### src/rtl/gpio_ovr_pkg.sv
package gpio_ovr_pkg;
  localparam int unsigned GPIO_W_DEF = 8;
  localparam int unsigned SYNC_STAGES_DEF = 2;

  function automatic logic ovr_pick(input logic en, input logic val, input logic base);
    return en ? val : base;
  endfunction
endpackage

### src/rtl/gpio_port_regs.sv
module gpio_port_regs #(
  parameter int unsigned W = gpio_ovr_pkg::GPIO_W_DEF
) (
  input  logic         clk_i,
  input  logic         rst_ni,
  input  logic         wr_dir_i,
  input  logic         wr_port_i,
  input  logic         wr_pin_i,
  input  logic [W-1:0] wdata_i,
  input  logic [W-1:0] tgl_ovr_en_i,
  output logic [W-1:0] ddr_o,
  output logic [W-1:0] port_o
);
  logic [W-1:0] ddr_q, port_q;

  always_ff @(posedge clk_i or negedge rst_ni) begin
    if (!rst_ni) ddr_q <= '0;
    else if (wr_dir_i) ddr_q <= wdata_i;
  end

  for (genvar i = 0; i < W; i++) begin : g_bit
    always_ff @(posedge clk_i or negedge rst_ni) begin
      if (!rst_ni) port_q[i] <= 1'b0;
      else if (tgl_ovr_en_i[i]) port_q[i] <= ~port_q[i];
      else if (wr_port_i) port_q[i] <= wdata_i[i];
      else if (wr_pin_i && wdata_i[i]) port_q[i] <= ~port_q[i];
    end

    // pin-address write of 1 inverts the bit
    p_pin_toggle_r3: assert property (@(posedge clk_i) disable iff (!rst_ni)
      (wr_pin_i && wdata_i[i] && !wr_port_i && !tgl_ovr_en_i[i]) |=> (port_q[i] != $past(port_q[i])));
    // toggle override inverts every edge
    p_tgl_ovr_r6: assert property (@(posedge clk_i) disable iff (!rst_ni)
      tgl_ovr_en_i[i] |=> (port_q[i] != $past(port_q[i])));
  end

  p_dir_load_r2: assert property (@(posedge clk_i) disable iff (!rst_ni)
    wr_dir_i |=> (ddr_q == $past(wdata_i)));
  p_dir_hold_r2: assert property (@(posedge clk_i) disable iff (!rst_ni)
    !wr_dir_i |=> $stable(ddr_q));

  assign ddr_o  = ddr_q;
  assign port_o = port_q;
endmodule

### src/rtl/gpio_in_sync.sv
module gpio_in_sync #(
  parameter int unsigned W      = gpio_ovr_pkg::GPIO_W_DEF,
  parameter int unsigned STAGES = gpio_ovr_pkg::SYNC_STAGES_DEF
) (
  input  logic         clk_i,
  input  logic         rst_ni,
  input  logic [W-1:0] d_i,
  output logic [W-1:0] q_o
);
  logic [W-1:0] stg_q [STAGES];

  always_ff @(posedge clk_i or negedge rst_ni) begin
    if (!rst_ni) stg_q[0] <= '0;
    else stg_q[0] <= d_i;
  end

  for (genvar s = 1; s < STAGES; s++) begin : g_stage
    always_ff @(posedge clk_i or negedge rst_ni) begin
      if (!rst_ni) stg_q[s] <= '0;
      else stg_q[s] <= stg_q[s-1];
    end
  end

  assign q_o = stg_q[STAGES-1];

  if (STAGES == 2) begin : g_chk
    logic [1:0] age_q;
    always_ff @(posedge clk_i or negedge rst_ni) begin
      if (!rst_ni) age_q <= '0;
      else if (age_q != 2'd2) age_q <= age_q + 2'd1;
    end
    // two-edge latency from pad to synchronized value
    p_sync_lat_r7: assert property (@(posedge clk_i) disable iff (!rst_ni)
      (age_q == 2'd2) |-> (q_o == $past(d_i, 2)));
  end
endmodule

### src/rtl/gpio_pad_mux.sv
module gpio_pad_mux #(
  parameter int unsigned W = gpio_ovr_pkg::GPIO_W_DEF
) (
  input  logic         rst_ni,
  input  logic [W-1:0] ddr_i,
  input  logic [W-1:0] port_i,
  input  logic         pull_dis_i,
  input  logic         sleep_i,
  input  logic [W-1:0] pu_ovr_en_i,
  input  logic [W-1:0] pu_ovr_val_i,
  input  logic [W-1:0] dir_ovr_en_i,
  input  logic [W-1:0] dir_ovr_val_i,
  input  logic [W-1:0] out_ovr_en_i,
  input  logic [W-1:0] out_ovr_val_i,
  input  logic [W-1:0] die_ovr_en_i,
  input  logic [W-1:0] die_ovr_val_i,
  output logic [W-1:0] oe_o,
  output logic [W-1:0] out_o,
  output logic [W-1:0] pu_o,
  output logic [W-1:0] die_o
);
  import gpio_ovr_pkg::ovr_pick;

  for (genvar i = 0; i < W; i++) begin : g_pin
    logic pu_base;
    assign pu_base  = ~ddr_i[i] & port_i[i] & ~pull_dis_i;
    assign oe_o[i]  = ovr_pick(dir_ovr_en_i[i], dir_ovr_val_i[i], ddr_i[i]);
    assign out_o[i] = ovr_pick(out_ovr_en_i[i], out_ovr_val_i[i], port_i[i]);
    // pull-up held off through reset, override included
    assign pu_o[i]  = rst_ni & ovr_pick(pu_ovr_en_i[i], pu_ovr_val_i[i], pu_base);
    assign die_o[i] = ovr_pick(die_ovr_en_i[i], die_ovr_val_i[i], ~sleep_i);
  end
endmodule

### src/rtl/gpio_ovr_port.sv
module gpio_ovr_port #(
  parameter int unsigned W           = gpio_ovr_pkg::GPIO_W_DEF,
  parameter int unsigned SYNC_STAGES = gpio_ovr_pkg::SYNC_STAGES_DEF
) (
  input  logic         clk_i,
  input  logic         rst_ni,
  input  logic         wr_dir_i,
  input  logic         wr_port_i,
  input  logic         wr_pin_i,
  input  logic         rd_dir_i,
  input  logic         rd_port_i,
  input  logic         rd_pin_i,
  input  logic [W-1:0] wdata_i,
  output logic [W-1:0] rdata_o,
  input  logic         pull_dis_i,
  input  logic         sleep_i,
  input  logic [W-1:0] pu_ovr_en_i,
  input  logic [W-1:0] pu_ovr_val_i,
  input  logic [W-1:0] dir_ovr_en_i,
  input  logic [W-1:0] dir_ovr_val_i,
  input  logic [W-1:0] out_ovr_en_i,
  input  logic [W-1:0] out_ovr_val_i,
  input  logic [W-1:0] tgl_ovr_en_i,
  input  logic [W-1:0] die_ovr_en_i,
  input  logic [W-1:0] die_ovr_val_i,
  input  logic [W-1:0] pad_in_i,
  output logic [W-1:0] pad_oe_o,
  output logic [W-1:0] pad_out_o,
  output logic [W-1:0] pad_pu_o,
  output logic [W-1:0] pad_die_o
);
  logic [W-1:0] ddr, port, sync_q, pin_val, die_eff;

  gpio_port_regs #(.W(W)) u_regs (
    .clk_i, .rst_ni, .wr_dir_i, .wr_port_i, .wr_pin_i, .wdata_i, .tgl_ovr_en_i,
    .ddr_o(ddr), .port_o(port)
  );

  gpio_in_sync #(.W(W), .STAGES(SYNC_STAGES)) u_sync (
    .clk_i, .rst_ni, .d_i(pad_in_i), .q_o(sync_q)
  );

  gpio_pad_mux #(.W(W)) u_mux (
    .rst_ni, .ddr_i(ddr), .port_i(port), .pull_dis_i, .sleep_i,
    .pu_ovr_en_i, .pu_ovr_val_i, .dir_ovr_en_i, .dir_ovr_val_i,
    .out_ovr_en_i, .out_ovr_val_i, .die_ovr_en_i, .die_ovr_val_i,
    .oe_o(pad_oe_o), .out_o(pad_out_o), .pu_o(pad_pu_o), .die_o(die_eff)
  );

  assign pad_die_o = die_eff;
  assign pin_val   = sync_q & die_eff;

  always_comb begin
    rdata_o = '0;
    if (rd_dir_i)  rdata_o |= ddr;
    if (rd_port_i) rdata_o |= port;
    if (rd_pin_i)  rdata_o |= pin_val;
  end

  // pull-up off during reset
  always_comb begin
    if (!rst_ni) p_pu_rst_r4: assert (pad_pu_o == '0);
  end

  // sleeping input without override reads zero
  p_sleep_gate_r8: assert property (@(posedge clk_i) disable iff (!rst_ni)
    (rd_pin_i && !rd_dir_i && !rd_port_i && sleep_i && (die_ovr_en_i == '0)) |-> (rdata_o == '0));

  // no output override follows port read-back
  p_out_follow_r9: assert property (@(posedge clk_i) disable iff (!rst_ni)
    (rd_port_i && !rd_dir_i && !rd_pin_i && (out_ovr_en_i == '0)) |-> (pad_out_o == rdata_o));
endmodule

### config.mk
export PLATFORM = sky130hd
export DESIGN_NAME = gpio_ovr_port
export DESIGN_NICKNAME = d
export VERILOG_FILES = /design/src/rtl/gpio_ovr_pkg.sv /design/src/rtl/gpio_port_regs.sv /design/src/rtl/gpio_in_sync.sv /design/src/rtl/gpio_pad_mux.sv /design/src/rtl/gpio_ovr_port.sv
export SDC_FILE = /design/constraint.sdc
export NUM_CORES = 1
export LEC_CHECK = 0
export BUFFER_PORTS_ARGS = -buffer_cell sky130_fd_sc_hd__buf_2
export CAP_MARGIN = 20
export CORE_MARGIN = 2
export CORE_UTILIZATION = 39
export DETAILED_ROUTE_END_ITERATION = 10
export PLACE_DENSITY = 0.77
export SLEW_MARGIN = 40
export SYNTH_ARGS = -nofsm -noshare
export SYNTH_HDL_FRONTEND = slang
export SYNTH_SLANG_ARGS = --single-unit
### constraint.sdc
create_clock -name clk_i -period 1.1 [get_ports clk_i]
set_input_delay 0.22 -clock clk_i [delete_from_list [all_inputs] [get_ports clk_i]]
set_output_delay 0.22 -clock clk_i [all_outputs]
set_load 0.005 [all_outputs]
==> Yosys cells after proc, flatten, opt, wreduce, memory -nomap -nowiden <==
Cells that the tools add are included.
{ "totals": {"elab_cells": 131, "reg_bits": 32, "out_inout_bits": 40, "in_bits": 98} }
{ "classes": {"mux": 59, "n_reduce_logical": 16, "bitwise_logic": 45} }
{ "ops": {"columns": ["operator", "n"], "rows": [
  ["$mux 1", 56],
  ["$and 1x1->1", 24],
  ["$mux 8", 3],
  ["$reduce_bool 3->1", 8],
  ["$not 1->1", 18],
  ["$or 8x8->8", 2],
  ["$and 8x8->8", 1],
  ["$logic_and 1x1->1", 8]
]} }

==> Longest topological paths before layout <==
{ "depth": {"word_depth": 5, "ltp_mapped": 4, "depth_no_buf": 3} }

==> By module <==
A second synthesis with hierarchy kept.
{ "hier_totals": {"hier_cells": 175, "area_unflattened_um2": 1781.7} }
{ "by_module_without_submodules": {"columns": ["module", "cells_per_inst", "area_each_um2", "seq_area_each_um2", "instances"], "rows": [
  ["gpio_port_regs", 68, 755.7, 400.4, 1],
  ["gpio_in_sync", 24, 460.4, 400.4, 1],
  ["gpio_pad_mux", 56, 420.4, 0.0, 1],
  ["gpio_ovr_port", 27, 145.1, 0.0, 1]
]} }

==> Worst setup path before layout <==
No wires, ideal clock.
{ "synth_timing": {"path_kind": "input to output", "start": "in pull_dis_i", "end": "out pad_pu_o[6]", "slack_ns": 0.029, "n_path_buf": 1, "cell_stages": 4, "required_ns": 0.880, "t_arrival_ns": 0.851, "cell_sequence": "clkbuf_1 -> nor4b_1 -> a21oi_1 -> nor2b_1"} }
{ "synth_between": {"elab_chain_cells": 4} }
{ "synth_rtl": {"columns": ["element", "line_no", "text"], "rows": [
  ["from (decl)", "gpio_ovr_port.sv:15", "input logic pull_dis_i,"],
  ["$not 1->1", "gpio_pad_mux.sv:26", "assign pu_base = ~ddr_i[i] & port_i[i] & ~pull_dis_i;"],
  ["$and 1x1->1", "gpio_pad_mux.sv:26", null],
  ["$mux 1", "gpio_ovr_pkg.sv:6", "return en ? val : base;"],
  ["$and 1x1->1", "gpio_pad_mux.sv:30", "assign pu_o[i] = rst_ni & ovr_pick(pu_ovr_en_i[i], pu_ovr_val_i[i], pu_base);"],
  ["to (decl)", "gpio_ovr_port.sv:29", "output logic [W-1:0] pad_pu_o,"]
]} }
Every way passes these cells.

==> Worst setup path in the final report <==
{ "layout_timing": {"start": "reg u_regs.ddr_q[3] (netlist: u_regs.ddr_o[3])", "end": "out rdata_o[3]"} }
{ "layout_between": {"elab_chain_cells": 5} }
{ "layout_rtl": {"columns": ["element", "line_no", "text"], "rows": [
  ["from (decl)", "gpio_port_regs.sv:14", "logic [W-1:0] ddr_q, port_q;"],
  ["from (signal assigned)", "gpio_port_regs.sv:18", "else if (wr_dir_i) ddr_q <= wdata_i;"],
  ["$mux 8 (*)", "gpio_ovr_port.sv:55", "if (rd_dir_i) rdata_o |= ddr;"],
  ["$or 8x8->8", "gpio_ovr_port.sv:56", "if (rd_port_i) rdata_o |= port;"],
  ["$mux 8 (*)", "gpio_ovr_port.sv:56", null],
  ["$or 8x8->8", "gpio_ovr_port.sv:57", "if (rd_pin_i) rdata_o |= pin_val;"],
  ["$mux 8 (*)", "gpio_ovr_port.sv:57", null],
  ["to (decl)", "gpio_ovr_port.sv:14", "output logic [W-1:0] rdata_o,"]
]} }
Mark *: on every way between the ends. The rest lies on a longest branch, timed or not.

==> impl_metrics.toml <==
[hold_path]
min_to = "u_sync.stg_q[11]"
min_path_type = "input port to register"
hold_depth = 1
hold_start = "pad_in_i[3]"

[status]
violations = "negative setup slack"
outcome = "finished, violations left"

[timing]
min_period_ns = 1.49
finalCritPeriodShare_pct = 135
finClkSkew_ns = 0.000401
hold_ws_ns = 0.0459
hold_violations = 0
setup_viol = 32
grt_setup_unrepaired = "yes"
slew_viol_final = 0
fmaxAchievable_ghz = 0.672
tightest_slew_ns = 0.567
fin_ws_ns = -0.389
relSlewSlack_pct = 62.1

[worst_setup_path]
critPathLaunchType = "register"
end_kind = "output pin"
reg2reg_slack_ns = 0.03
reg2regPathDepth = 4
r2r-end = "u_regs.port_o[7]"
critPathArrivalTime_ns = 1.27
path_max_fanout = 4
r2r-start = "u_regs.port_o[7]"
path_class = "register to output pin"
required_ns = 0.88

[clock_network]
cts_tree = "done"
clock_path_buffers = 2
clk_pin_slew_ns = 0.06
cts_buffers = 5
cts_sinks = 32
cts-root-buf = "clkbuf_8"
htreeDepth = 2
clk_latency_ns = 0.28

[die]
die_w_um = 70.9
die_y_um = 70.9
dieArea_um2 = 5030
ios = 138
initial_core_util_pct = 40.4
rows = 24
coreArea_um2 = 4320

[detailed_routing]
drtAntennaViolNets = 0
vias = 1885
wl_per_cell_um = 15.1
drt_iter0_markers = 62
drc_errors = 0
wl_mm = 5.54
viasPerCell = 5.15
first_pass_iters = 4

[placed_design]
place_area_um2 = 2590
dpl.hpwl_mm = 4.10
place_congestion = 0.777
io_buffers = 137

[layout]
final_net_count = 411
fill_cells = 357
post-route-cell-area_um2 = 2940
layout_commonest_cell = "buf_2"
n_antenna_cell = 0
area_growth_pct = 68.3
final_cell_mix = "buf_2 (131), dfrtp_1 (32), mux2_2 (26)"
drive_gt1_share_pct = 71.7

[synthesis]
synth_nets = 246
syn-cell-area_um2 = 1750
avgSynthCellArea_um2 = 11.8
ys_types = 20
ys.flop_type = "dfrtp_1"
ys_seq_elements = 32
syn_inst = 148
yosysWarnings = 0
synthArstFlopShare_pct = 100
synth-edff-count = 0
synth-seq-area-share_pct = 45.8

[power]
power.leakage_nw = 1.48
powerDensity_nw_per_um2 = 1240
ir_drop_uv = 1010

[global_route]
globalRoute.totalOverflow = 0
grt_max_degree = 15
grtUsageTotal_pct = 21.1
grt_first_pass_wirelength_mm = 8.21
grt_pass1_vias = 1797
antenna_found_initial = 0

[run]
drv_cap = 0
==> what timing repair did <==
item	CTS	global route
gates resized for setup	13	20
pin swaps	10	6
hold buffers	1	0
setup buffers	4	7
endpoints found under the setup margin	33	38
endpoints found under the hold margin	2	0
==> logic make-up (layout without fill, tap and decap cells) <==
group	after synthesis	after routing	synth area share, %
AOI/OAI and AO/OA	48	48	19.8
muxes	32	32	20.6
DFF	32	32	45.8
and+or+nand+nor	28	28	11.2
buffers and inverters	8	174	2.65
==> worst max path at each step <==
stage	startpoint	to	slack, ns	depth (start not counted)
6_report	u_regs.ddr_o[3]	rdata_o[3]	-0.39	3
4_1_cts	u_regs.ddr_o[3]	pad_pu_o[3]	-0.41	4
2_1_floorplan	pull_dis_i	pad_pu_o[6]	0.03	4
3_5_place_dp	sleep_i	rdata_o[7]	-0.19	5
3_3_place_gp	sleep_i	rdata_o[7]	-0.17	5
5_1_grt	u_regs.port_o[6]	pad_pu_o[6]	-0.50	4
==> worst max-delay path, stage by stage (launching register included) <==
cell     delay, ns
dfrtp_1       0.42
a22o_1        0.24
a31o_2        0.21
buf_2         0.12
==> power breakdown <==
part / internal (mW) / switching, mW
clock: 0.671 / 0.406
combinational: 0.749 / 0.427
sequential: 1.30 / 0.111
total: 2.72 / 0.944
==> state kept, by name, indices dropped and copies added, names as in the netlist <==
signal and flops:
u_sync.stg_q 8, u_regs.ddr_o 8, u_sync.q_o 8, u_regs.port_o 8
==> final cells by class <==
class	count	area, um2	area share (%)
multi-input combinational	108	998	33.9
sequential	32	801	27.2
clock inverter	2	35.0	1.19
timing repair buffer	165	966	32.8
tap	52	65.1	2.21
clock buffer	6	72.6	2.47
inverter	1	3.75	0.128
==> synthesized netlist by cell type, types with 3 or more instances <==
cell type / n / area share [%]
a211oi_1: 6 / 2.6
nor2b_1: 15 / 5.4
a21oi_1: 16 / 4.6
a211o_1: 6 / 3.0
a22o_1: 8 / 4.0
clkbuf_1: 3 / 0.64
dfrtp_1: 32 / 46
mux2_2: 32 / 21
nor4b_1: 8 / 4.0
a31o_2: 7 / 3.5
==> metal layers <==
metal / share of wire [%] / vias up / global-route usage, %
met2: 55 / 83 / 38.6
met5: 0 / - / 0
met4: 1.2 / 0 / 5.03
met1: 37 / 892 / 25.1
met3: 6.7 / 9 / 4.56
li1: - / 901 / -
==> metrics by stage <==
stage	TNS (ns)	utilization [%]	setup slack [ns]	total power [mW]	std cells
4_1_cts	-10.15	64.8	-0.412	3.55	361
5_1_grt	-11.87	68.0	-0.500	3.87	366
3_5_place_dp	-3.13	59.9	-0.186	2.39	348
6_report	-9.81	68.0	-0.389	3.66	366
3_3_place_gp	-2.71	59.9	-0.171	2.36	348
2_1_floorplan	0	-	0.0290	1.82	148
Power figures use the tool's default switching activity.
